--- src/rtl/hwx_pkg.sv ---
package hwx_pkg;
   localparam logic [2:0] SEL_L2 = 3'b001;
   localparam logic [2:0] SEL_L3 = 3'b010;

   typedef struct packed {
      logic [2:0] sel;
      logic [4:0] idx;
   } desc_t;
endpackage

--- src/rtl/hwx_desc_table.sv ---
module hwx_desc_table #(
   parameter int NUM_SLICES   = 2,
   parameter int NUM_SLOTS    = 9,
   parameter int SLICE_STRIDE = 16,
   parameter int ADDR_W       = 8,
   parameter int SLICE_W      = 1
) (
   input  logic                     clk,
   input  logic                     rst_n,
   input  logic                     we,
   input  logic [ADDR_W-1:0]        addr,
   input  logic [7:0]               wdata,
   input  logic [SLICE_W-1:0]       rd_slice,
   output logic [NUM_SLOTS*8-1:0]   rd_descs
);
   localparam int SLICE_BITS = NUM_SLOTS * 8;

   logic [NUM_SLICES*SLICE_BITS-1:0] cells;

   for (genvar sl = 0; sl < NUM_SLICES; sl++) begin : g_slice
      for (genvar so = 0; so < NUM_SLOTS; so++) begin : g_slot
         localparam logic [ADDR_W-1:0] CELL_ADDR = ADDR_W'(sl * SLICE_STRIDE + so);
         logic [7:0] cell_q;
         always_ff @(posedge clk) begin
            if (!rst_n)
               cell_q <= '0;
            else if (we && addr == CELL_ADDR)
               cell_q <= wdata;
         end
         assign cells[(sl*NUM_SLOTS+so)*8 +: 8] = cell_q;
      end
   end

   always_comb begin
      rd_descs = '0;
      for (int sl = 0; sl < NUM_SLICES; sl++)
         if (rd_slice == SLICE_W'(sl))
            rd_descs = cells[sl*SLICE_BITS +: SLICE_BITS];
   end
endmodule

--- src/rtl/hwx_mask_gen.sv ---
module hwx_mask_gen #(
   parameter int NUM_SLOTS = 9,
   parameter int CNT_W     = 4
) (
   input  logic [CNT_W-1:0]     count,
   output logic [NUM_SLOTS-1:0] mask
);
   for (genvar i = 0; i < NUM_SLOTS; i++) begin : g_bit
      assign mask[i] = (count > CNT_W'(i));
   end
endmodule

--- src/rtl/hwx_slot.sv ---
module hwx_slot #(
   parameter int POS_W = 11
) (
   input  logic             clk,
   input  logic             rst_n,
   input  logic             start,
   input  logic             beat,
   input  logic             last,
   input  logic [POS_W:0]   pos,
   input  logic [7:0]       desc_in,
   input  logic [POS_W-1:0] l2_end,
   input  logic [POS_W-1:0] l3_end,
   input  logic [7:0]       byte_in,
   output logic [15:0]      word_o,
   output logic             valid_o
);
   import hwx_pkg::*;
   localparam int PW = POS_W + 1;

   desc_t          d;
   logic [PW-1:0]  tgt_new, tgt_q, tgt;
   logic           en_new, en_q, en;
   logic           hit_hi, hit_lo, got_hi, got_lo, got_hi_q, got_lo_q;
   logic [7:0]     hi_q, lo_q, hi_n, lo_n;

   assign d       = desc_t'(desc_in);
   assign en_new  = (d.sel == SEL_L2) || (d.sel == SEL_L3);
   assign tgt_new = ((d.sel == SEL_L2) ? PW'(l2_end) : PW'(l3_end)) + PW'({d.idx, 1'b0});
   assign tgt     = start ? tgt_new : tgt_q;
   assign en      = start ? en_new  : en_q;
   assign hit_hi  = beat && en && (pos == tgt);
   assign hit_lo  = beat && en && (pos == tgt + PW'(1));
   assign got_hi  = (!start && got_hi_q) || hit_hi;
   assign got_lo  = (!start && got_lo_q) || hit_lo;
   assign hi_n    = hit_hi ? byte_in : hi_q;
   assign lo_n    = hit_lo ? byte_in : lo_q;

   always_ff @(posedge clk) begin
      if (!rst_n) begin
         tgt_q    <= '0;
         en_q     <= 1'b0;
         got_hi_q <= 1'b0;
         got_lo_q <= 1'b0;
         hi_q     <= '0;
         lo_q     <= '0;
         word_o   <= '0;
         valid_o  <= 1'b0;
      end else begin
         if (beat) begin
            tgt_q    <= tgt;
            en_q     <= en;
            got_hi_q <= got_hi;
            got_lo_q <= got_lo;
            hi_q     <= hi_n;
            lo_q     <= lo_n;
         end
         if (last) begin
            valid_o <= got_hi && got_lo;
            word_o  <= (got_hi && got_lo) ? {hi_n, lo_n} : 16'h0000;
         end
      end
   end
endmodule

--- src/rtl/hdr_word_extractor.sv ---
module hdr_word_extractor #(
   parameter int NUM_SLICES   = 2,
   parameter int NUM_SLOTS    = 9,
   parameter int SLICE_STRIDE = 16,
   parameter int ADDR_W       = 8,
   parameter int POS_W        = 11,
   localparam int SLICE_W     = (NUM_SLICES > 1) ? $clog2(NUM_SLICES) : 1
) (
   input  logic                    clk,
   input  logic                    rst_n,
   input  logic                    cfg_we,
   input  logic [ADDR_W-1:0]       cfg_addr,
   input  logic [31:0]             cfg_wdata,
   input  logic                    in_valid,
   input  logic                    in_sof,
   input  logic                    in_eof,
   input  logic [7:0]              in_byte,
   input  logic [SLICE_W-1:0]      in_slice,
   input  logic [POS_W-1:0]        l2_end,
   input  logic [POS_W-1:0]        l3_end,
   output logic [NUM_SLOTS*16-1:0] out_words,
   output logic [NUM_SLOTS-1:0]    out_valid,
   output logic [NUM_SLOTS-1:0]    out_cfg_mask,
   output logic                    out_done
);
   localparam int CNT_W = $clog2(NUM_SLOTS + 1);
   localparam int PW    = POS_W + 1;

   if (NUM_SLOTS < 1 || NUM_SLOTS > SLICE_STRIDE) begin : g_bad_slots
      $error("NUM_SLOTS must be between 1 and SLICE_STRIDE");
   end
   if (NUM_SLICES * SLICE_STRIDE > (1 << ADDR_W)) begin : g_bad_addr
      $error("ADDR_W too narrow for NUM_SLICES * SLICE_STRIDE");
   end
   if (POS_W < 6) begin : g_bad_pos
      $error("POS_W must be at least 6");
   end

   logic                   start, beat, last, in_frame_q;
   logic [PW-1:0]          cnt_q, pos;
   logic [NUM_SLOTS*8-1:0] descs;
   logic [CNT_W-1:0]       cfg_cnt_new, cfg_cnt_q, cfg_cnt;
   logic [NUM_SLOTS-1:0]   mask_now;

   assign start = in_valid && in_sof;
   assign beat  = in_valid && (in_sof || in_frame_q);
   assign last  = beat && in_eof;
   assign pos   = start ? '0 : cnt_q;

   always_ff @(posedge clk) begin
      if (!rst_n) begin
         cnt_q      <= '0;
         in_frame_q <= 1'b0;
         cfg_cnt_q  <= '0;
      end else begin
         if (beat)  cnt_q     <= (&pos) ? pos : pos + PW'(1);
         if (start) cfg_cnt_q <= cfg_cnt_new;
         if (last)       in_frame_q <= 1'b0;
         else if (start) in_frame_q <= 1'b1;
      end
   end

   hwx_desc_table #(
      .NUM_SLICES(NUM_SLICES), .NUM_SLOTS(NUM_SLOTS), .SLICE_STRIDE(SLICE_STRIDE),
      .ADDR_W(ADDR_W), .SLICE_W(SLICE_W)
   ) u_table (
      .clk(clk), .rst_n(rst_n), .we(cfg_we), .addr(cfg_addr), .wdata(cfg_wdata[7:0]),
      .rd_slice(in_slice), .rd_descs(descs)
   );

   always_comb begin
      cfg_cnt_new = '0;
      for (int s = 0; s < NUM_SLOTS; s++)
         if (descs[s*8 +: 8] != 8'h00) cfg_cnt_new = cfg_cnt_new + CNT_W'(1);
   end
   assign cfg_cnt = start ? cfg_cnt_new : cfg_cnt_q;

   hwx_mask_gen #(.NUM_SLOTS(NUM_SLOTS), .CNT_W(CNT_W)) u_mask (
      .count(cfg_cnt), .mask(mask_now)
   );

   always_ff @(posedge clk) begin
      if (!rst_n) begin
         out_cfg_mask <= '0;
         out_done     <= 1'b0;
      end else begin
         out_done <= last;
         if (last) out_cfg_mask <= mask_now;
      end
   end

   for (genvar s = 0; s < NUM_SLOTS; s++) begin : g_slot
      hwx_slot #(.POS_W(POS_W)) u_slot (
         .clk(clk), .rst_n(rst_n), .start(start), .beat(beat), .last(last),
         .pos(pos), .desc_in(descs[s*8 +: 8]), .l2_end(l2_end), .l3_end(l3_end),
         .byte_in(in_byte), .word_o(out_words[s*16 +: 16]), .valid_o(out_valid[s])
      );
   end
endmodule

--- config.mk ---
export PLATFORM = sky130hd
export DESIGN_NAME = hdr_word_extractor
export DESIGN_NICKNAME = d
export VERILOG_FILES = /design/src/rtl/hwx_pkg.sv /design/src/rtl/hwx_desc_table.sv /design/src/rtl/hwx_mask_gen.sv /design/src/rtl/hwx_slot.sv /design/src/rtl/hdr_word_extractor.sv
export SDC_FILE = /design/constraint.sdc
export NUM_CORES = 2
export LEC_CHECK = 0
export BUFFER_PORTS_ARGS = -buffer_cell sky130_fd_sc_hd__buf_2
export CAP_MARGIN = 40
export CORE_ASPECT_RATIO = 1.75
export CORE_UTILIZATION = 26
export CTS_CLUSTER_DIAMETER = 150
export DETAILED_ROUTE_END_ITERATION = 12
export PLACE_DENSITY = 0.42
export SLEW_MARGIN = 15
export SYNTH_ARGS = -nofsm -noshare
export SYNTH_HDL_FRONTEND = slang
export SYNTH_SLANG_ARGS = --single-unit
--- constraint.sdc ---
create_clock -name clk -period 8.75 [get_ports clk]
set_input_delay 0.875 -clock clk [delete_from_list [all_inputs] [get_ports clk]]
set_output_delay 0.875 -clock clk [all_outputs]
set_load 0.005 [all_outputs]
## Word level (Yosys, flattened, before mapping)

Index checks and enable logic that the tools add are counted.

| storage, ports and cells | value |
|---|---|
| flip-flop bits (word level) | 603 |
| logic and storage cells | 368 |
| input port bits | 77 |

| operators by class | value |
|---|---|
| reduce and logical (&&, ||, !) cells | 116 |
| order comparisons | 9 |
| bitwise operators | 1 |
| eq/ne operators | 53 |
| add/sub/neg operators | 27 |
| mux-type cells | 67 |

Operators with widths:

| kind | count |
|---|---|
| == test 12 bit | 18 |
| two-way mux 16 bit | 9 |
| two-way mux 8 bit | 18 |
| two-way mux 12 bit | 11 |
| adder 12 x 1 -> 12 bit (second input constant) | 10 |
| adder 12 x 6 -> 12 bit | 9 |
| two-way mux 11 bit | 9 |
| logical AND 1 bit | 75 |
| == test 8 x 5 -> 1 bit (second input constant) | 9 |
| two-way mux 72 bit | 1 |
| nonzero test 8 bit | 9 |
| two-way mux 4 bit | 9 |
| adder 4 x 1 -> 4 bit (second input constant) | 8 |
| == test 8 x 3 -> 1 bit (second input constant) | 4 |
| logical OR 1 bit | 28 |
| == test 3 x 1 -> 1 bit (second input constant) | 9 |
| == test 3 x 2 -> 1 bit (second input constant) | 9 |
| == test 8 x 2 -> 1 bit (second input constant) | 2 |
| greater-than comparator 4 x 3 -> 1 bit (second input constant) | 4 |
| AND reduction 12 bit | 1 |
| two-way mux 1 bit | 10 |
| == test 8 x 1 -> 1 bit (second input constant) | 1 |
| == test 8 x 4 -> 1 bit (second input constant) | 1 |
| greater-than comparator 4 x 1 -> 1 bit (second input constant) | 2 |
| 6 further kinds | 7 |

## Depth between registers and ports, before layout

| logic depth | value |
|---|---|
| depth in word-level cells | 21 |
| mapped depth | 33 |

## By module

A second synthesis with hierarchy kept.

| unflattened totals | value |
|---|---|
| cell total of the unflattened synthesis | 4,013 |
| area, all modules | 36,038.3 um2 |

Modules (own cells, without submodules):

| module | instances | cells an instance | seq. area each (um2) | area an instance (um2) |
|---|---|---|---|---|
| hwx_slot (g_slot[0].u_slot ...) | 3 | 348 | 960.9 | 3,026.7 |
| hwx_slot (g_slot[6].u_slot ...) | 2 | 356 | 960.9 | 3,150.5 |
| hwx_desc_table | 1 | 582 | 2,882.8 | 6,089.6 |
| hwx_slot (g_slot[4].u_slot) | 1 | 358 | 960.9 | 3,146.8 |
| hwx_slot (g_slot[3].u_slot) | 1 | 359 | 960.9 | 3,119.2 |
| hwx_slot (g_slot[8].u_slot) | 1 | 355 | 960.9 | 3,057.9 |
| hwx_slot (g_slot[5].u_slot) | 1 | 332 | 960.9 | 2,936.6 |
| hdr_word_extractor | 1 | 261 | 540.5 | 2,233.4 |
| hwx_mask_gen | 1 | 10 | 0.0 | 73.8 |

## Worst setup path after synthesis

OpenSTA, ideal clock, no wires.

| timing | value |
|---|---|
| kind | input-to-reg |
| start point | input port in_slice |
| end point | register out_cfg_mask[6] |
| setup slack | 1.739 ns |
| cell stages on the path | 28 |
| arrival | 6.890 ns |
| path buffers | 2 |
| path through | buf_4 mux2_2 or4_1 nor2_1 ha_1 clkbuf_1 inv_1 xnor2_1 inv_2 ha_1 xnor3_1 o2bb2ai_1 or3_1 inv_2 ha_1 xnor3_1 nor2_1 a311oi_1 nor2_1 a21oi_1 ha_1 xnor3_1 a22oi_1 a211oi_1 o211ai_1 a31oi_2 and2_1 a221o_1 |

| between the ends | value |
|---|---|
| word-level cells in the longest chain between the ends | 21 |
| elaborated cells on any way between the ends | 29 |

Ends and longest elaborated chain:

| element | RTL line | source |
|---|---|---|
| start, declared | hdr_word_extractor.sv:18 | `input logic [SLICE_W-1:0] in_slice,` |
| two-way mux 72 bit (*) | hwx_desc_table.sv:37 | `if (rd_slice == SLICE_W'(sl))` |
| nonzero test 8 bit | hdr_word_extractor.sv:74 | `if (descs[s*8 +: 8] != 8'h00) cfg_cnt_new = cfg_cnt_new + CNT_W'(1);` |
| two-way mux 1 bit | hdr_word_extractor.sv:74 |  |
| adder 4 x 1 -> 4 bit | hdr_word_extractor.sv:74 |  |
| two-way mux 4 bit | hdr_word_extractor.sv:74 |  |
| adder 4 x 1 -> 4 bit | hdr_word_extractor.sv:74 |  |
| two-way mux 4 bit | hdr_word_extractor.sv:74 |  |
| adder 4 x 1 -> 4 bit | hdr_word_extractor.sv:74 |  |
| (+5 left out) | -- |  |
| adder 4 x 1 -> 4 bit | hdr_word_extractor.sv:74 |  |
| two-way mux 4 bit | hdr_word_extractor.sv:74 |  |
| adder 4 x 1 -> 4 bit | hdr_word_extractor.sv:74 |  |
| two-way mux 4 bit | hdr_word_extractor.sv:74 |  |
| adder 4 x 1 -> 4 bit | hdr_word_extractor.sv:74 |  |
| two-way mux 4 bit (*) | hdr_word_extractor.sv:74 |  |
| two-way mux 4 bit (*) | -- |  |
| greater-than comparator 4 x 3 -> 1 bit (*) | hwx_mask_gen.sv:9 | `assign mask[i] = (count > CNT_W'(i));` |
| end signal, assigned | hdr_word_extractor.sv:88 | `if (last) out_cfg_mask <= mask_now;` |
| end, declared | hdr_word_extractor.sv:23 | `output logic [NUM_SLOTS-1:0] out_cfg_mask,` |

Every way passes the cells marked *; elsewhere a longest branch is shown, timed or not.
A chain may end at the register's enable or synchronous reset.

## Worst setup path after layout

| timing | value |
|---|---|
| start point | input port in_slice |
| end point | register out_cfg_mask[8] |

| between the ends | value |
|---|---|
| word-level cells in the longest chain between the ends | 21 |
| elaborated cells on any way between the ends | 29 |

Ends and longest elaborated chain:

| element | RTL line |
|---|---|
| two-way mux 72 bit (*) | hwx_desc_table.sv:37 |
| nonzero test 8 bit | hdr_word_extractor.sv:74 |
| two-way mux 1 bit | hdr_word_extractor.sv:74 |
| adder 4 x 1 -> 4 bit | hdr_word_extractor.sv:74 |
| two-way mux 4 bit | hdr_word_extractor.sv:74 |
| adder 4 x 1 -> 4 bit | hdr_word_extractor.sv:74 |
| two-way mux 4 bit | hdr_word_extractor.sv:74 |
| adder 4 x 1 -> 4 bit | hdr_word_extractor.sv:74 |
| (+5 left out) | -- |
| adder 4 x 1 -> 4 bit | hdr_word_extractor.sv:74 |
| two-way mux 4 bit | hdr_word_extractor.sv:74 |
| adder 4 x 1 -> 4 bit | hdr_word_extractor.sv:74 |
| two-way mux 4 bit | hdr_word_extractor.sv:74 |
| adder 4 x 1 -> 4 bit | hdr_word_extractor.sv:74 |
| two-way mux 4 bit (*) | hdr_word_extractor.sv:74 |
| two-way mux 4 bit (*) | -- |
| greater-than comparator 4 bit (*) | hwx_mask_gen.sv:9 |

Marks and branches as above.

==> summary.txt <==
Fmax - 0.139 GHz
First-pass GRT wire length - 190000 um
Antenna-violating nets left - 0
Insertion delay to the later sink of the worst-skew pair - 0.66 ns
Final wirelength - 129000 um
Final global-route overflow total - 0
Minimum clock period - 7.19 ns
Die area - 132000 um2
Most common cell after layout, fill and taps aside - dfxtp_1
RSZ-0062 raised after global routing - no
Pwr Density - 171 nW/um2
Synthesized net count - 4207
Initial detailed-routing violation count - 1633
Post-route insts no fill - 5873
Static Leakage - 0.0165 uW
Worst Tran Pin Value - 0.951 ns
Clock Root Buffer - clkbuf_16
Clk_skew - 0.0211 ns
Largest net degree at the start of global routing - 158
CTS sink cnt - 603
Cell Rows - 175
Unique masters post-synth - 122
Setup CP Type - input pin to flip-flop
Yosys warning total - 0
Core ar. - 130000 um2
Vias per inst - 4.99
Num CTS Buffers - 68
Crit end category - flip-flop
Synth Flop Type - dfxtp_1
Post-synthesis register bit count - 603
Peak VDD IR - 0.128 mV
PortBufs - 215
Total Power - 6680 uW
Cells after Synth - 4055
Status - completed
RePlAce Congestion - 0.893
Nets - 4287
Fillers - 13800
Initial antenna violation count - 8
H-tree depth - 3
Post-synth EDFFs - 0
Commonest cells after routing, fill and taps aside - dfxtp_1 (603), nor2_1 (547), nand2_1 (488), mux2i_1 (363), buf_2 (215)
Initial Utilization - 26.2%
Fin area - 39000 um2
CTS tree - done
Clock Path Buffers - 3
Min Hold Slack - 0.442 ns
WP data required - 9.36 ns
Drt wl/cell - 21.9 um
Part of the cycle the worst path needs - 82.2%
Die width - 275 um
Async set or reset register ratio after synthesis - 0%
Inst Count DP - 5746
Residual DRC - 0
Resized cells post-CTS - 0
Hold-fix buffers, CTS - 0
Placed cell area - 36700 um2
Critical path peak fanout - 18
Drt first pass iters - 8
Routed vias - 29300
Fraction of layout cells with a size suffix above 1 - 14.4%
Worst Hold Class - flip-flop to flip-flop
DPL Wire Length - 92900 um
Max-Cap Viols - 0
Syn Std Cell Area - 34000 um2
Syn_area_per_cell - 8.38 um2
Die height - 480 um
CP Data Arrival Time - 7.80 ns
Setup TNS - 0 ns
Global-route total usage across every layer - 19.3%
# IOs - 240
Area grow syn2layout - 14.8%
Clk slew on worst S/H paths - 0.06 ns
Fin. Hold Viols - 0
Total setup buffers inserted after CTS - 0
Sequential share of the synthesized area - 35.5%
CP startpoint kind - input pin
Via count of the first global-routing pass - 28900
Slew margin rel. - 36.6%
Final setup vio count - 0
Max-slew violation count - 0
## per-stage QoR
stage / utilization [%] / setup WS (ns)
after floorplan: - / 1.74
after global placement: 28.0 / 0.933
after detailed placement: 28.2 / 0.921
after CTS: 30.0 / 1.63
after global routing: 30.0 / 1.10
final: 30.0 / 1.56
## cell type report
type | count | area, um2 | area share, %
Clock inverter | 29 | 414 | 1.06
Inverter | 64 | 248 | 0.635
Sequential cell | 603 | 12100 | 30.9
Clock buffer | 93 | 1920 | 4.91
Antenna cell | 5 | 12.5 | 0.0321
Timing Repair Buffer | 303 | 1880 | 4.81
Multi-Input combinational cell | 3095 | 20400 | 52.2
Tap cell | 1681 | 2100 | 5.39
## cells by family after synthesis
| group | Yosys count | synth area share [%] |
|---|---|---|
| adder cells (fa/ha/maj) | 75 | 2.96 |
| flip-flops | 603 | 35.5 |
| XOR/XNOR | 246 | 6.59 |
| AO/OA/AOI/OAI | 745 | 14.9 |
| multiplexers | 454 | 13.7 |
| AND/OR/NAND/NOR | 1575 | 21.6 |
| buffers and inverters | 357 | 4.69 |
## power by group
part           internal [uW]  switching, uW  total (uW)  leakage [uW]
Sequential              2770           22.7        2800       0.00487
Clock                   1770           1300        3060       0.00114
Combinational            283            537         820        0.0104
## layer usage
layer | routed length (um) | part of all wire (%) | global-route usage (%) | up-vias
met3 | 5160 | 4.0 | 2.74 | 197
li1 | - | - | - | 14300
met1 | 51300 | 40 | 21.6 | 14200
met4 | 5860 | 4.5 | 9.01 | 0
met5 | 0 | 0 | 0 | -
met2 | 66600 | 52 | 35.3 | 653
## state kept, by name (all words and copies together) (netlist names), 4 cells and up
signal and count:
cfg_cnt_q 4, cnt_q 12, g_slot.u_slot.en_q 9, g_slot.u_slot.got_hi_q 9, g_slot.u_slot.got_lo_q 9, g_slot.u_slot.hi_q 72, g_slot.u_slot.lo_q 72, g_slot.u_slot.tgt_q 108
g_slot.u_slot.valid_o 9, g_slot.u_slot.word_o 144, out_cfg_mask 9, u_table.g_slice.g_slot.cell_q 144
## worst max-delay path, cell delays in order
cell and delay [ns]:
buf_4 0.26, mux2_2 0.39, or4_1 0.61, nor2_1 0.24
ha_1 0.36, inv_1 0.17, xnor2_1 0.18, inv_2 0.14
ha_1 0.33, xnor3_1 0.39, o2bb2ai_1 0.12, or3_1 0.44
inv_2 0.11, ha_1 0.26, xnor3_1 0.38, nor2_1 0.04
a311oi_1 0.32, nor2_1 0.10, a21oi_1 0.17, ha_1 0.19
xnor3_1 0.38, a22oi_1 0.20, a211oi_1 0.09, a211o_1 0.30
a31oi_2 0.37, and2_1 0.23, a22o_1 0.13
## synth_stat cells (33+ instances only)
cell	number	area (um2)
dfxtp_1	603	12100
nor2_1	548	2060
nand2_1	489	1840
mux2i_1	363	3630
a21oi_1	170	851
clkbuf_1	165	619
o21ai_0	144	721
xnor2_1	134	1170
nand3_1	117	586
xor2_1	105	920
mux2_2	89	1000
and2_1	74	463
o211ai_1	74	556
nor3_1	71	355
ha_1	66	826
inv_1	59	221
nand4_1	57	357
buf_2	55	275
o21ai_1	41	205
a21o_1	35	263
buf_4	33	248
## final timing paths
| path | startpoint | to | slack (ns) | cells after the start |
|---|---|---|---|---|
| setup / recovery | in_slice | out_cfg_mask[8] | 1.56 | 27 |
| hold / removal | g_slot[2].u_slot.valid_o | g_slot[2].u_slot.valid_o | 0.44 | 2 |
| setup reg to reg | u_table.g_slice[1].g_slot[1].cell_q[2] | out_cfg_mask[8] | 1.87 | 26 |
| hold reg to reg | g_slot[2].u_slot.valid_o | g_slot[2].u_slot.valid_o | 0.44 | 2 |
(Power assumes the default switching activity.)
